File: src/rtl/ctx_pkg.sv
package ctx_pkg;

    typedef enum logic [1:0] {
        ST_IDLE = 2'd0,
        ST_SEND = 2'd1,
        ST_DONE = 2'd2
    } tx_state_e;

    localparam int unsigned POS_W     = 4;
    localparam int unsigned DATA_BITS = 8;
    localparam logic [POS_W-1:0] POS_START = 4'd0;
    localparam logic [POS_W-1:0] POS_LAST_DATA = 4'd8;
    localparam logic [POS_W-1:0] POS_PARITY = 4'd9;
    localparam logic [POS_W-1:0] POS_STOP = 4'd10;

endpackage

File: src/rtl/ctx_byte_mux.sv
module ctx_byte_mux #(
    parameter int unsigned NUM_CH     = 16,
    parameter int unsigned CNT_W      = 32,
    parameter int unsigned SHORT_BITS = 15,
    parameter int unsigned CH_W       = 4,
    parameter int unsigned BY_W       = 2
) (
    input  logic [NUM_CH*CNT_W-1:0] counts_i,
    input  logic [CH_W-1:0]         ch_i,
    input  logic [BY_W-1:0]         by_i,
    input  logic                    short_mode,
    output logic [7:0]              byte_o
);

    logic [CNT_W-1:0] word;
    logic [7:0]       raw;
    logic [7:0]       keep;

    assign word = counts_i[int'(ch_i)*CNT_W +: CNT_W];
    assign raw  = word[int'(by_i)*8 +: 8];

    // Short mode clears bits whose position in the channel word lies above the short width
    for (genvar gi = 0; gi < 8; gi++) begin : g_keep
        assign keep[gi] = !short_mode || ((int'(by_i) * 8 + gi) < int'(SHORT_BITS));
    end

    assign byte_o = raw & keep;

endmodule

File: src/rtl/ctx_tx_fsm.sv
module ctx_tx_fsm
    import ctx_pkg::*;
#(
    parameter int unsigned NUM_CH      = 16,
    parameter int unsigned BYTES_LONG  = 4,
    parameter int unsigned BYTES_SHORT = 2,
    parameter int unsigned CH_W        = 4,
    parameter int unsigned BY_W        = 2
) (
    input  logic            clk,
    input  logic            rst_n,
    input  logic            tx_en,
    input  logic            short_mode,
    input  logic [7:0]      byte_i,
    output logic [CH_W-1:0] ch_o,
    output logic [BY_W-1:0] by_o,
    output logic            ser_o,
    output logic            done_o
);

    localparam logic [CH_W-1:0] LAST_CH  = CH_W'(NUM_CH - 1);
    localparam logic [BY_W-1:0] LAST_BYL = BY_W'(BYTES_LONG - 1);
    localparam logic [BY_W-1:0] LAST_BYS = BY_W'(BYTES_SHORT - 1);

    typedef struct packed {
        tx_state_e        st;
        logic [CH_W-1:0]  ch;
        logic [BY_W-1:0]  by;
        logic [POS_W-1:0] pos;
        logic [7:0]       sh;
        logic             par;
        logic             last;
        logic             ser;
        logic             done;
    } regs_t;

    regs_t r_q, r_d;
    logic [BY_W-1:0] last_by;

    assign last_by = short_mode ? LAST_BYS : LAST_BYL;

    always_comb begin
        r_d = r_q;
        unique case (r_q.st)
            ST_IDLE: begin
                r_d.ch   = '0;
                r_d.by   = '0;
                r_d.last = 1'b0;
                r_d.ser  = 1'b1;
                r_d.done = 1'b0;
                if (tx_en) begin
                    r_d.st  = ST_SEND;
                    r_d.pos = POS_START;
                    r_d.ser = 1'b0;
                    r_d.sh  = byte_i;
                    r_d.par = ^byte_i;
                end
            end
            ST_SEND: begin
                if (!tx_en) begin
                    r_d.st   = ST_IDLE;
                    r_d.ser  = 1'b1;
                    r_d.ch   = '0;
                    r_d.by   = '0;
                    r_d.last = 1'b0;
                end else if (r_q.pos != POS_STOP) begin
                    r_d.pos = r_q.pos + 1'b1;
                    if (r_q.pos < POS_LAST_DATA) begin
                        r_d.ser = r_q.sh[0];
                        r_d.sh  = r_q.sh >> 1;
                    end else if (r_q.pos == POS_LAST_DATA) begin
                        r_d.ser = r_q.par;
                        // pointer moves once the shifter no longer needs the byte
                        if (r_q.by == last_by) begin
                            if (r_q.ch == LAST_CH) begin
                                r_d.last = 1'b1;
                            end else begin
                                r_d.by = '0;
                                r_d.ch = r_q.ch + 1'b1;
                            end
                        end else begin
                            r_d.by = r_q.by + 1'b1;
                        end
                    end else begin
                        r_d.ser = 1'b1;
                    end
                end else if (r_q.last) begin
                    r_d.st   = ST_DONE;
                    r_d.ser  = 1'b1;
                    r_d.done = 1'b1;
                end else begin
                    r_d.pos = POS_START;
                    r_d.ser = 1'b0;
                    r_d.sh  = byte_i;
                    r_d.par = ^byte_i;
                end
            end
            ST_DONE: begin
                r_d.ser  = 1'b1;
                r_d.done = 1'b1;
                if (!tx_en) begin
                    r_d.st   = ST_IDLE;
                    r_d.done = 1'b0;
                    r_d.ch   = '0;
                    r_d.by   = '0;
                    r_d.last = 1'b0;
                end
            end
            default: begin
                r_d.st  = ST_IDLE;
                r_d.ser = 1'b1;
            end
        endcase
    end

    always_ff @(posedge clk or negedge rst_n) begin
        if (!rst_n) begin
            r_q      <= '0;
            r_q.st   <= ST_IDLE;
            r_q.ser  <= 1'b1;
            r_q.done <= 1'b0;
        end else begin
            r_q <= r_d;
        end
    end

    assign ch_o   = r_q.ch;
    assign by_o   = r_q.by;
    assign ser_o  = r_q.ser;
    assign done_o = r_q.done;


    char_follow_chk: assert property (@(posedge clk) disable iff (!rst_n)
        (r_q.st == ST_SEND && r_q.pos == POS_STOP && tx_en) |=> (done_o || !ser_o));


    short_range_chk: assert property (@(posedge clk) disable iff (!rst_n)
        (r_q.st == ST_SEND && short_mode) |-> (r_q.by <= LAST_BYS));


    start_point_chk: assert property (@(posedge clk) disable iff (!rst_n)
        (r_q.st == ST_IDLE && tx_en) |=> (!ser_o && r_q.ch == '0 && r_q.by == '0));


    abort_idle_chk: assert property (@(posedge clk) disable iff (!rst_n)
        (r_q.st == ST_SEND && !tx_en) |=> (ser_o && !done_o));


    done_hold_chk: assert property (@(posedge clk) disable iff (!rst_n)
        (done_o && tx_en) |=> done_o);


    done_clear_chk: assert property (@(posedge clk) disable iff (!rst_n)
        (!tx_en) |=> !done_o);


    quiet_line_chk: assert property (@(posedge clk) disable iff (!rst_n)
        (r_q.st != ST_SEND) |-> ser_o);

endmodule

File: src/rtl/cnt_frame_tx.sv
module cnt_frame_tx #(
    parameter int unsigned NUM_CH     = 16,
    parameter int unsigned CNT_W      = 32,
    parameter int unsigned SHORT_BITS = 15
) (
    input  logic                    clk,
    input  logic                    rst_n,
    input  logic                    tx_en,
    input  logic                    short_mode,
    input  logic [NUM_CH*CNT_W-1:0] counts_i,
    output logic                    ser_o,
    output logic                    done_o
);

    localparam int unsigned BYTES_LONG  = CNT_W / 8;
    localparam int unsigned BYTES_SHORT = (SHORT_BITS + 7) / 8;
    localparam int unsigned CH_W        = (NUM_CH > 1) ? $clog2(NUM_CH) : 1;
    localparam int unsigned BY_W        = (BYTES_LONG > 1) ? $clog2(BYTES_LONG) : 1;

    logic [CH_W-1:0] ch_sel;
    logic [BY_W-1:0] by_sel;
    logic [7:0]      cur_byte;

    ctx_byte_mux #(
        .NUM_CH    (NUM_CH),
        .CNT_W     (CNT_W),
        .SHORT_BITS(SHORT_BITS),
        .CH_W      (CH_W),
        .BY_W      (BY_W)
    ) i_mux (
        .counts_i  (counts_i),
        .ch_i      (ch_sel),
        .by_i      (by_sel),
        .short_mode(short_mode),
        .byte_o    (cur_byte)
    );

    ctx_tx_fsm #(
        .NUM_CH     (NUM_CH),
        .BYTES_LONG (BYTES_LONG),
        .BYTES_SHORT(BYTES_SHORT),
        .CH_W       (CH_W),
        .BY_W       (BY_W)
    ) i_fsm (
        .clk       (clk),
        .rst_n     (rst_n),
        .tx_en     (tx_en),
        .short_mode(short_mode),
        .byte_i    (cur_byte),
        .ch_o      (ch_sel),
        .by_o      (by_sel),
        .ser_o     (ser_o),
        .done_o    (done_o)
    );

endmodule

File: config.mk
export PLATFORM = sky130hd
export DESIGN_NAME = cnt_frame_tx
export DESIGN_NICKNAME = d
export VERILOG_FILES = /design/src/rtl/ctx_pkg.sv /design/src/rtl/ctx_byte_mux.sv /design/src/rtl/ctx_tx_fsm.sv /design/src/rtl/cnt_frame_tx.sv
export SDC_FILE = /design/constraint.sdc
export NUM_CORES = 1
export LEC_CHECK = 0
export BUFFER_PORTS_ARGS = -buffer_cell sky130_fd_sc_hd__buf_2
export CORE_AREA = 2 2 199 201
export CTS_BUF_LIST = sky130_fd_sc_hd__clkbuf_4 sky130_fd_sc_hd__clkbuf_8
export DETAILED_ROUTE_END_ITERATION = 8
export DIE_AREA = 0 0 201 203
export PLACE_DENSITY = 0.39
export SLEW_MARGIN = 20
export SYNTH_ARGS = -nofsm -noshare
export SYNTH_HDL_FRONTEND = slang
export SYNTH_SLANG_ARGS = --single-unit
export TNS_END_PERCENT = 50
File: constraint.sdc
create_clock -name clk -period 6.6 [get_ports clk]
set_input_delay 0.33 -clock clk [delete_from_list [all_inputs] [get_ports clk]]
set_output_delay 0.33 -clock clk [all_outputs]
set_load 0.01 [all_outputs]
==> results.cfg, run 1 <==
[synth]
ys_ff_latch = 24
synthCells = 514
seq_area_frac_synth = 0.1062
syn-cell-area_sq_mm = 0.005669
yosysWarnings = 0
yosys-top-cells-area = mux4_2 (39%), mux2i_1 (14%), dfrtp_1 (10%), ha_1 (2.4%), o21ai_0 (2.2%)
synth_edf_count = 0
synth_fp_nets = 1041
yosys.area.top_type = mux4_2
syn_area_per_cell_sq_um = 11.03
synthFlopType = dfrtp_1
synth_cell_types = 52
yosys.area.top_type_share = 0.3853
synthArstFlopShare = 1.000

[cells_and_area]
num-fill-cells = 4280
seq_area_sq_um = 611.8
finalNetCount = 1513
area_growth_pct = 53.85
multi_input_area_sq_mm = 0.004686
drive_above_1_share = 0.6518

[die]
die_w_microns = 201
chipHeight_microns = 203
fp-row-count = 72
fp.coreArea_sq_mm = 0.03847
start_util = 0.1474
io_pins = 518
die_area_sq_mm = 0.04080

[grt]
grt_use_met1 = 0.2222
grt_use_met3 = 0.02119
grt_use_total = 0.1699
grt_most_used_layer = met2
grt-ovfl-total = 0
grt_pass1_vias = 7178
grt_pass1_wl_mm = 50.65
antenna_found_initial = 11
grt_max_degree = 90
grtUsageMet2 = 0.3088

[clocking]
holdBufCountCts = 0
clock_latency_ps = 290
cts_sinks = 24
cts_tree = done
numCtsBuffers = 3
cts-root-buf = clkbuf_8
max-clock-path-buffers = 2
cts.reportedPaths.clkPinSlew_ps = 100
postCtsSetupBuffers = 0
cts_max_level = 1
cts_resized = 0

[routing]
drc = 0
drtAntennaViolNets = 0
wl_per_cell_microns = 24.17
drt_iter0_markers = 315
post_drt_via_cell_ratio = 4.481
firstDrtPassIters = 4
vias = 6739
drt-total-wl_mm = 36.35

[timing]
hold_violations = 0
worst_pin_slew_ps = 918.7
fin_setup_tns_ps = 0
finalSetupViolCount = 0
rsz0062_at_grt = no
max-slew-margin-rel = 0.3849
period_share = 0.6070
slew_viol_final = 0
hold-worst-slack_ps = 30.67
max_freq_mhz = 249.6
fin_worst_skew_ps = 3.218
period_minus_slack_ps = 4006

[pwr]
vdd_ir_drop_max_uv = 125.8
power_density_mw_per_mm2 = 221.8
p_leak_nw = 3.737

[job]
maxCapViolCount = 0

[placement]
hpwl_mm = 31.78
io_buffers = 517
place_congestion = 0.8440

[critical_path]
critPathKind = flip-flop to flip-flop
cp-end-kind = flip-flop
start_kind = flip-flop
worstPathRequired_ps = 6830
crit_arrival_ps = 4240
cp_max_fo = 87

[status]
status = completed

[hold_path]
hold_class = input port to asynchronous set/reset pin
## per-layer routing
layer | part of all wire | wire [microns]
met4 | 0.0088 | 321
met5 | 0 | 0
met3 | 0.043 | 1563
met2 | 0.52 | 18820
met1 | 0.43 | 15650
## worst max-delay path: stages, from the launching register on
cell and delay (ps):
dfrtp_4 880, buf_12 430, nand3_1 570, o22a_1 340
o2111ai_1 180, o21ai_0 280, a211oi_2 330, xor2_1 200
xnor2_1 140, a2111o_1 430, nand3_1 80
## path summary, 6_finish.rpt
check,endpoint,depth (start not counted),from,slack [ps]
min reg2reg,i_fsm.r_q[7]$_DFFE_PN0P_,2,i_fsm.r_q[7]$_DFFE_PN0P_,490
max,i_fsm.r_q[3]$_DFFE_PN0P_,10,i_fsm.ch_o[1]$_DFFE_PN0P_,2590
max in group asynchronous,i_fsm.ch_o[1]$_DFFE_PN0P_,1,rst_n,6130
min in group clk,i_fsm.r_q[22]$_DFFE_PN0P_,2,tx_en,390
min,i_fsm.r_q[22]$_DFFE_PN0P_,1,rst_n,30
max reg2reg,i_fsm.r_q[3]$_DFFE_PN0P_,10,i_fsm.ch_o[1]$_DFFE_PN0P_,2590
## cells in the final DEF (no fill, tap or decap), drive strengths merged, types with 4 or more instances in the layout
cell type	count
o22ai	14
nand3	7
o22a	4
nand4	4
xor2	6
a22o	6
a21o	4
mux2	7
buf	523
o21ai	25
inv	12
a211oi	17
mux4	99
dfrtp	23
o2111ai	5
o221ai	13
a211o	4
a22oi	12
a221o	5
nor2	31
a21oi	16
ha	11
mux2i	81
nand2	24
## where the power goes
group / leakage (nW) / internal (mW) / total (mW) / switching (mW)
logic: 3.40 / 0.740 / 1.51 / 0.767
clock network: 0.0357 / 0.0815 / 0.142 / 0.0605
registers: 0.306 / 0.202 / 0.285 / 0.0837
total: 3.74 / 1.02 / 1.93 / 0.911
## layout make-up
cell class	instances	share of cell area
Antenna cell	1	0.0002869
Multi-Input combinational cell	422	0.5372
Sequential cell	24	0.07015
Clock inverter	1	0.003443
Inverter	12	0.005164
Clock buffer	3	0.004734
Timing Repair Buffer	523	0.3047
Tap cell	518	0.07431
## Yosys cell counts (11+ instances only)
cell / count
ha_1: 11
a22oi_1: 12
dfrtp_1: 23
a21oi_1: 15
mux4_2: 97
nor2_1: 31
o221ai_1: 13
nand2_1: 24
inv_1: 12
o21ai_0: 25
clkbuf_1: 21
a211oi_1: 15
buf_2: 19
mux2i_1: 81
o22ai_1: 14
## registers in the layout, indices dropped and copies added, names as in the netlist
register	cells
i_fsm.r_q	16
i_fsm.ch_o	4
i_fsm.by_o	2
i_fsm.done_o	1
i_fsm.ser_o	1
## metrics by stage
stage	util	std cells	power, mW	setup slack, ps	area [sq um]
CTS	0.2266	1503	1.985	2424	8717
detailed placement	0.2248	1499	1.838	2465	8646
floorplan	-	514	1.336	3852	5669
global route	0.2267	1503	2.097	2281	8720
finish	0.2267	1504	1.935	2594	8722
global placement	0.2248	1499	1.843	2469	8646
## cells by family after synthesis
group	count (synthesis)	share of synthesized area
compound gates	136	0.1726
xor+xnor	9	0.01390
mux	187	0.5515
flops	24	0.1062
simple gates	79	0.06290
fa+ha+maj	11	0.02428
buf+inv	68	0.06864
Note: power is estimated with default switching activity, not from simulation.
==> inputs of run 2 (changes only) <==
- PLACE_DENSITY: 0.39 -> 0.4
- clock period: 6.6 -> 3.3 ns (I/O delays scaled with it)
==> run 2 against run 1 <==
  * Power up 110%
  * Register-to-register slack worse by 2400 ps
  * Sequential share of layout area down 0.40 points
  * Count of clock-buffer cells in the layout unchanged
  * Die area unchanged
  * Combinational power up 120%
  * Via count up 2.0%
  * Cell count up 3.7%
  * Core utilization up 1.5 points
==> results.cfg, run 2 (synthesized netlist as in run 1, its figures left out) <==
[placement]
hpwl_mm = 33.73
io_buffers = 517
place_congestion = 0.9053
numPlacedInstances = 1550

[routing]
firstDrtPassIters = 4
post_drt_via_cell_ratio = 4.408
wl_per_cell_microns = 24.40
drc = 0
drt-total-wl_mm = 38.07
drt_iter0_markers = 392
vias = 6876
drtAntennaViolNets = 0

[clocking]
cts-root-buf = clkbuf_8
max-clock-path-buffers = 2
cts_sinks = 24
cts.reportedPaths.clkPinSlew_ps = 100
numCtsBuffers = 3
clock_latency_ps = 280
cts_tree = done
cts_max_level = 1

[critical_path]
crit_arrival_ps = 3310
critPathKind = flip-flop to flip-flop
cp_num_buf_inv = 2
cp_max_fo = 12
crit_cells = 10
timing.reg2reg.setup_slack_ps = 210
r2r_start = i_fsm.ch_o[0]$_DFFE_PN0P_
cp-end-kind = flip-flop
cp_slowest_cell = dfrtp_4
crit_start = i_fsm.ch_o[0]$_DFFE_PN0P_
start_kind = flip-flop
max_stage_delay_ps = 550
r2r_end = i_fsm.r_q[3]$_DFFE_PN0P_
crit_family = compound AO/OA/AOI/OAI gates
worstPathRequired_ps = 3520
reg2reg_depth = 10
crit_chain = buf_12, buf_12, mux4_2, a211o_1, o21ai_1, a211oi_1, xnor2_1, xnor2_1, a2111o_1, nand3_1
endpoint = i_fsm.r_q[3]$_DFFE_PN0P_

[grt]
grt_use_total = 0.1784
grt_pass1_vias = 7515
grt_pass1_wl_mm = 52.93
antenna_found_initial = 8
grt_max_degree = 46
grt-ovfl-total = 0

[cells_and_area]
finalNetCount = 1567
area_growth_pct = 63.78
drive_above_1_share = 0.6728
largest_reg_flops = 16
largest_register = i_fsm.r_q
instances_no_fill = 1560
layout_commonest_cell = buf_2
layout_common_cells = buf_2 (517), mux4_2 (97), mux2i_1 (80)

[die]
fp.coreArea_sq_mm = 0.03847
chipHeight_microns = 203
io_pins = 518
start_util = 0.1474
die_w_microns = 201
fp-row-count = 72
die_area_sq_mm = 0.04080

[pwr]
p_total_mw = 4.153
power_density_mw_per_mm2 = 447.3
vdd_ir_drop_max_uv = 209.7
p_comb_frac = 0.810
p_leak_nw = 4.043
swShare = 0.4468
seqPwrFrac = 0.124
p_sw_mw = 1.856
clkPwrFrac = 0.066
p_int_mw = 2.298

[timing]
worst_pin_slew_ps = 914.2
finalSetupViolCount = 0
hold-worst-slack_ps = 251.7
max-slew-margin-rel = 0.3878
max_freq_mhz = 324.1
slew_viol_final = 0
period_minus_slack_ps = 3086
fin_worst_skew_ps = 4.690
rsz0062_at_grt = no
period_share = 0.9351
hold_violations = 0

[job]
maxCapViolCount = 0

[status]
status = completed

[hold_path]
hold_class = input port to flip-flop
run 2: cell types whose count changed in the layout (fill, tap and decap cells not counted), moves of 2 or more:
cell,before,now
buf_4,4,48
buf_12,2,9
a2111oi_0,2,0
a2111oi_2,0,2
diode_2,1,3
o21ai_0,25,23
run 2: area by class of cell:
class	count	area [sq um]
Fill cell	4311	29180
Multi-Input combinational cell	422	4708
Timing Repair Buffer	577	3191
Tap cell	518	648.1
Sequential cell	24	614.3
Inverter	12	45.04
Clock buffer	3	41.29
Clock inverter	1	30.03
Antenna cell	3	7.507
run 2: repair_timing:
| action | 4_1_cts | 5_1_grt |
|---|---|---|
| hold endpoints to repair | 23 | 0 |
| hold buffers | 1 | 0 |
| setup buffers | 0 | 1 |
| gates resized for setup | 1 | 10 |
| cloned | 0 | 1 |
| endpoints found under the setup margin | 1 | 1 |
run 2: worst min path at each step:
stage | start | to | slack, ps | depth (start not counted)
detailed placement | rst_n | i_fsm.done_o$_DFFE_PN0P_ | 210 | 1
global route | tx_en | i_fsm.r_q[22]$_DFFE_PN0P_ | 250 | 2
floorplan | rst_n | i_fsm.by_o[0]$_DFFE_PN0P_ | -130 | 0
CTS | tx_en | i_fsm.r_q[22]$_DFFE_PN0P_ | 240 | 2
finish | tx_en | i_fsm.r_q[22]$_DFFE_PN0P_ | 250 | 2
global placement | rst_n | i_fsm.done_o$_DFFE_PN0P_ | 220 | 1
run 2: through the flow:
stage | TNS (ps) | setup WS, ps | area [sq um] | utilization
finish | 0 | 214.1 | 9285 | 0.2414
global route | 0 | 5.738 | 9285 | 0.2414
CTS | 0 | 30.48 | 9210 | 0.2394
detailed placement | -45.75 | -45.75 | 9129 | 0.2373
global placement | -202.2 | -202.2 | 9129 | 0.2373
floorplan | 0 | 551.6 | 5669 | -
run 2: power groups by stage:
stage                     Sequential (mW)  Clock, mW  Combinational (mW)
after CTS                           0.513      0.280                3.39
after floorplan                     0.461          0                2.21
final                               0.514      0.274                3.37
after global routing                0.532      0.291                3.69
after global placement              0.518          0                3.39
after detailed placement            0.518          0                3.38
run 2: layer usage:
layer,routed length (microns),vias to the layer above,track usage
met5,14,-,0
met4,237,2,0.01772
met3,1716,20,0.02600
met2,20410,244,0.3335
met1,15690,3395,0.2231
li1,-,3215,-
==> inputs of run 3 (changes only) <==
- CORE_AREA: 2 2 199 201 -> 2 2 202 204
- DIE_AREA: 0 0 201 203 -> 0 0 204 206
- PLACE_DENSITY: 0.4 -> 0.39
==> run 3 against run 2 <==
  * Die area up 3.0%
  * Core utilization shrank 0.99 points
  * Sequential cell count did not move
  * Cell count is 1.5% higher
  * Via count up 2.6%
  * Wire length rose by 2.8%
  * Maximum frequency fell by 2.5%
  * Highest routed layer unchanged
  * Setup slack lost 81 ps
==> results.cfg, run 3 (synthesized netlist as in run 1, its figures left out) <==
[timing]
max_freq_mhz = 315.8
worst_pin_slew_ps = 957.5
finalSetupViolCount = 0
fin_setup_tns_ps = 0
rsz0062_at_grt = no
period_minus_slack_ps = 3166
period_share = 0.9595
fin_worst_skew_ps = 3.083
slew_viol_final = 0
max-slew-margin-rel = 0.3589
hold_violations = 0

[die]
start_util = 0.1411
die_area_sq_mm = 0.04202
die_w_microns = 204
fp-row-count = 74
chipHeight_microns = 206
io_pins = 518
fp.coreArea_sq_mm = 0.04018

[status]
status = completed

[placement]
hpwl_mm = 34.63
io_buffers = 517
numPlacedInstances = 1572
place_area_sq_mm = 0.009181
place_congestion = 0.9130

[hold_path]
hold_path_depth = 2
hp-start = tx_en
hold_class = input port to flip-flop

[pwr]
power_density_mw_per_mm2 = 448.6
vdd_ir_drop_max_uv = 169.5
p_leak_nw = 4.055

[critical_path]
cp_max_fo = 14
max_stage_delay_ps = 560
timing.reg2reg.setup_slack_ps = 130
r2r_end = i_fsm.r_q[3]$_DFFE_PN0P_
endpoint = i_fsm.r_q[3]$_DFFE_PN0P_
cp-end-kind = flip-flop
crit_start = i_fsm.ch_o[0]$_DFFE_PN0P_
cp_slowest_cell = mux4_1
start_kind = flip-flop
r2r_start = i_fsm.ch_o[0]$_DFFE_PN0P_
crit_chain = buf_12, buf_4, mux4_1, mux2_2, a221o_1, o2111ai_1, o31ai_1, xor2_1, xnor2_1, a2111o_1, nand3_1
critPathKind = flip-flop to flip-flop
crit_arrival_ps = 3400
worstPathRequired_ps = 3530
reg2reg_depth = 11

[grt]
grt_pass1_wl_mm = 53.01
grt_most_used_layer = met2
grt_use_met3 = 0.02933
grt_max_degree = 41
grt_use_total = 0.1761
grt-ovfl-total = 0
antenna_found_initial = 16
grtUsageMet2 = 0.3055
grt_pass1_vias = 7356
grt_use_met1 = 0.2257

[clocking]
postCtsSetupBuffers = 0
clock_latency_ps = 290
max-clock-path-buffers = 2
cts_sinks = 24
cts-root-buf = clkbuf_8
cts_tree = done
cts.reportedPaths.clkPinSlew_ps = 110
numCtsBuffers = 3
cts_max_level = 1

[cells_and_area]
instances_no_fill = 1584
final_cell_area_sq_mm = 0.009303
layout_common_cells = buf_2 (517), mux4_2 (97), mux2i_1 (81)
largest_reg_flops = 16
largest_register = i_fsm.r_q
area_growth_pct = 64.09
drive_above_1_share = 0.6727
layout_commonest_cell = buf_2
finalNetCount = 1573
final_util = 0.2315

[routing]
drt_iter0_markers = 300
wl_per_cell_microns = 24.70
drt-total-wl_mm = 39.12
drtAntennaViolNets = 0
drc = 0
firstDrtPassIters = 4
vias = 7054
post_drt_via_cell_ratio = 4.453

[job]
maxCapViolCount = 0
## run 3: area by class of cell
class                   instances  area (sq um)
repair buffers                583          3186
diodes                          7         17.52
multi-input cells             422          4706
clock buffers                   3         41.29
inverters                      12         45.04
fillers                      4556         30880
clock inverters                 1         30.03
flip-flops and latches         24         611.8
well taps                     532         665.6
## run 3: critical path: cells and delay by family (launching register included)
family          cells  cell delay, ps
flops               1             490
xor+xnor            2             370
mux                 2             860
simple gates        1              80
buf+inv             2             360
compound gates      4             950
## run 3: timing repair
item | in CTS | in global routing
endpoints found under the hold margin | 23 | 0
gates resized for setup | 0 | 7
hold buffers | 1 | 0
setup endpoints to repair | 0 | 1
## run 3: stage by stage
step / hold slack (ps) / setup WS [ps] / power [mW]
after floorplan: -130.6 / 551.6 / 2.673
after global placement: 233.1 / 31.58 / 3.940
after detailed placement: 234.8 / 76.91 / 3.945
after CTS: 228.7 / 35.37 / 4.252
after global routing: 239.1 / 4.058 / 4.513
final: 236.4 / 133.6 / 4.173
## run 3: per-layer routing
metal | share of wire | vias to the layer above
met5 | 0.0012 | -
met4 | 0.022 | 8
met3 | 0.048 | 44
met2 | 0.51 | 291
met1 | 0.42 | 3478
li1 | - | 3233
## run 3: where the power goes
group / internal [mW] / switching (mW) / leakage, nW
combinational: 1.73 / 1.66 / 3.71
sequential: 0.404 / 0.0906 / 0.306
clock: 0.163 / 0.128 / 0.0357
## run 3: how the worst min path moves through the flow
stage	end	slack [ps]
after floorplan	i_fsm.by_o[0]$_DFFE_PN0P_	-130
after global placement	i_fsm.done_o$_DFFE_PN0P_	230
after detailed placement	i_fsm.done_o$_DFFE_PN0P_	230
after CTS	i_fsm.r_q[22]$_DFFE_PN0P_	230
after global routing	i_fsm.r_q[22]$_DFFE_PN0P_	240
final	i_fsm.r_q[22]$_DFFE_PN0P_	240
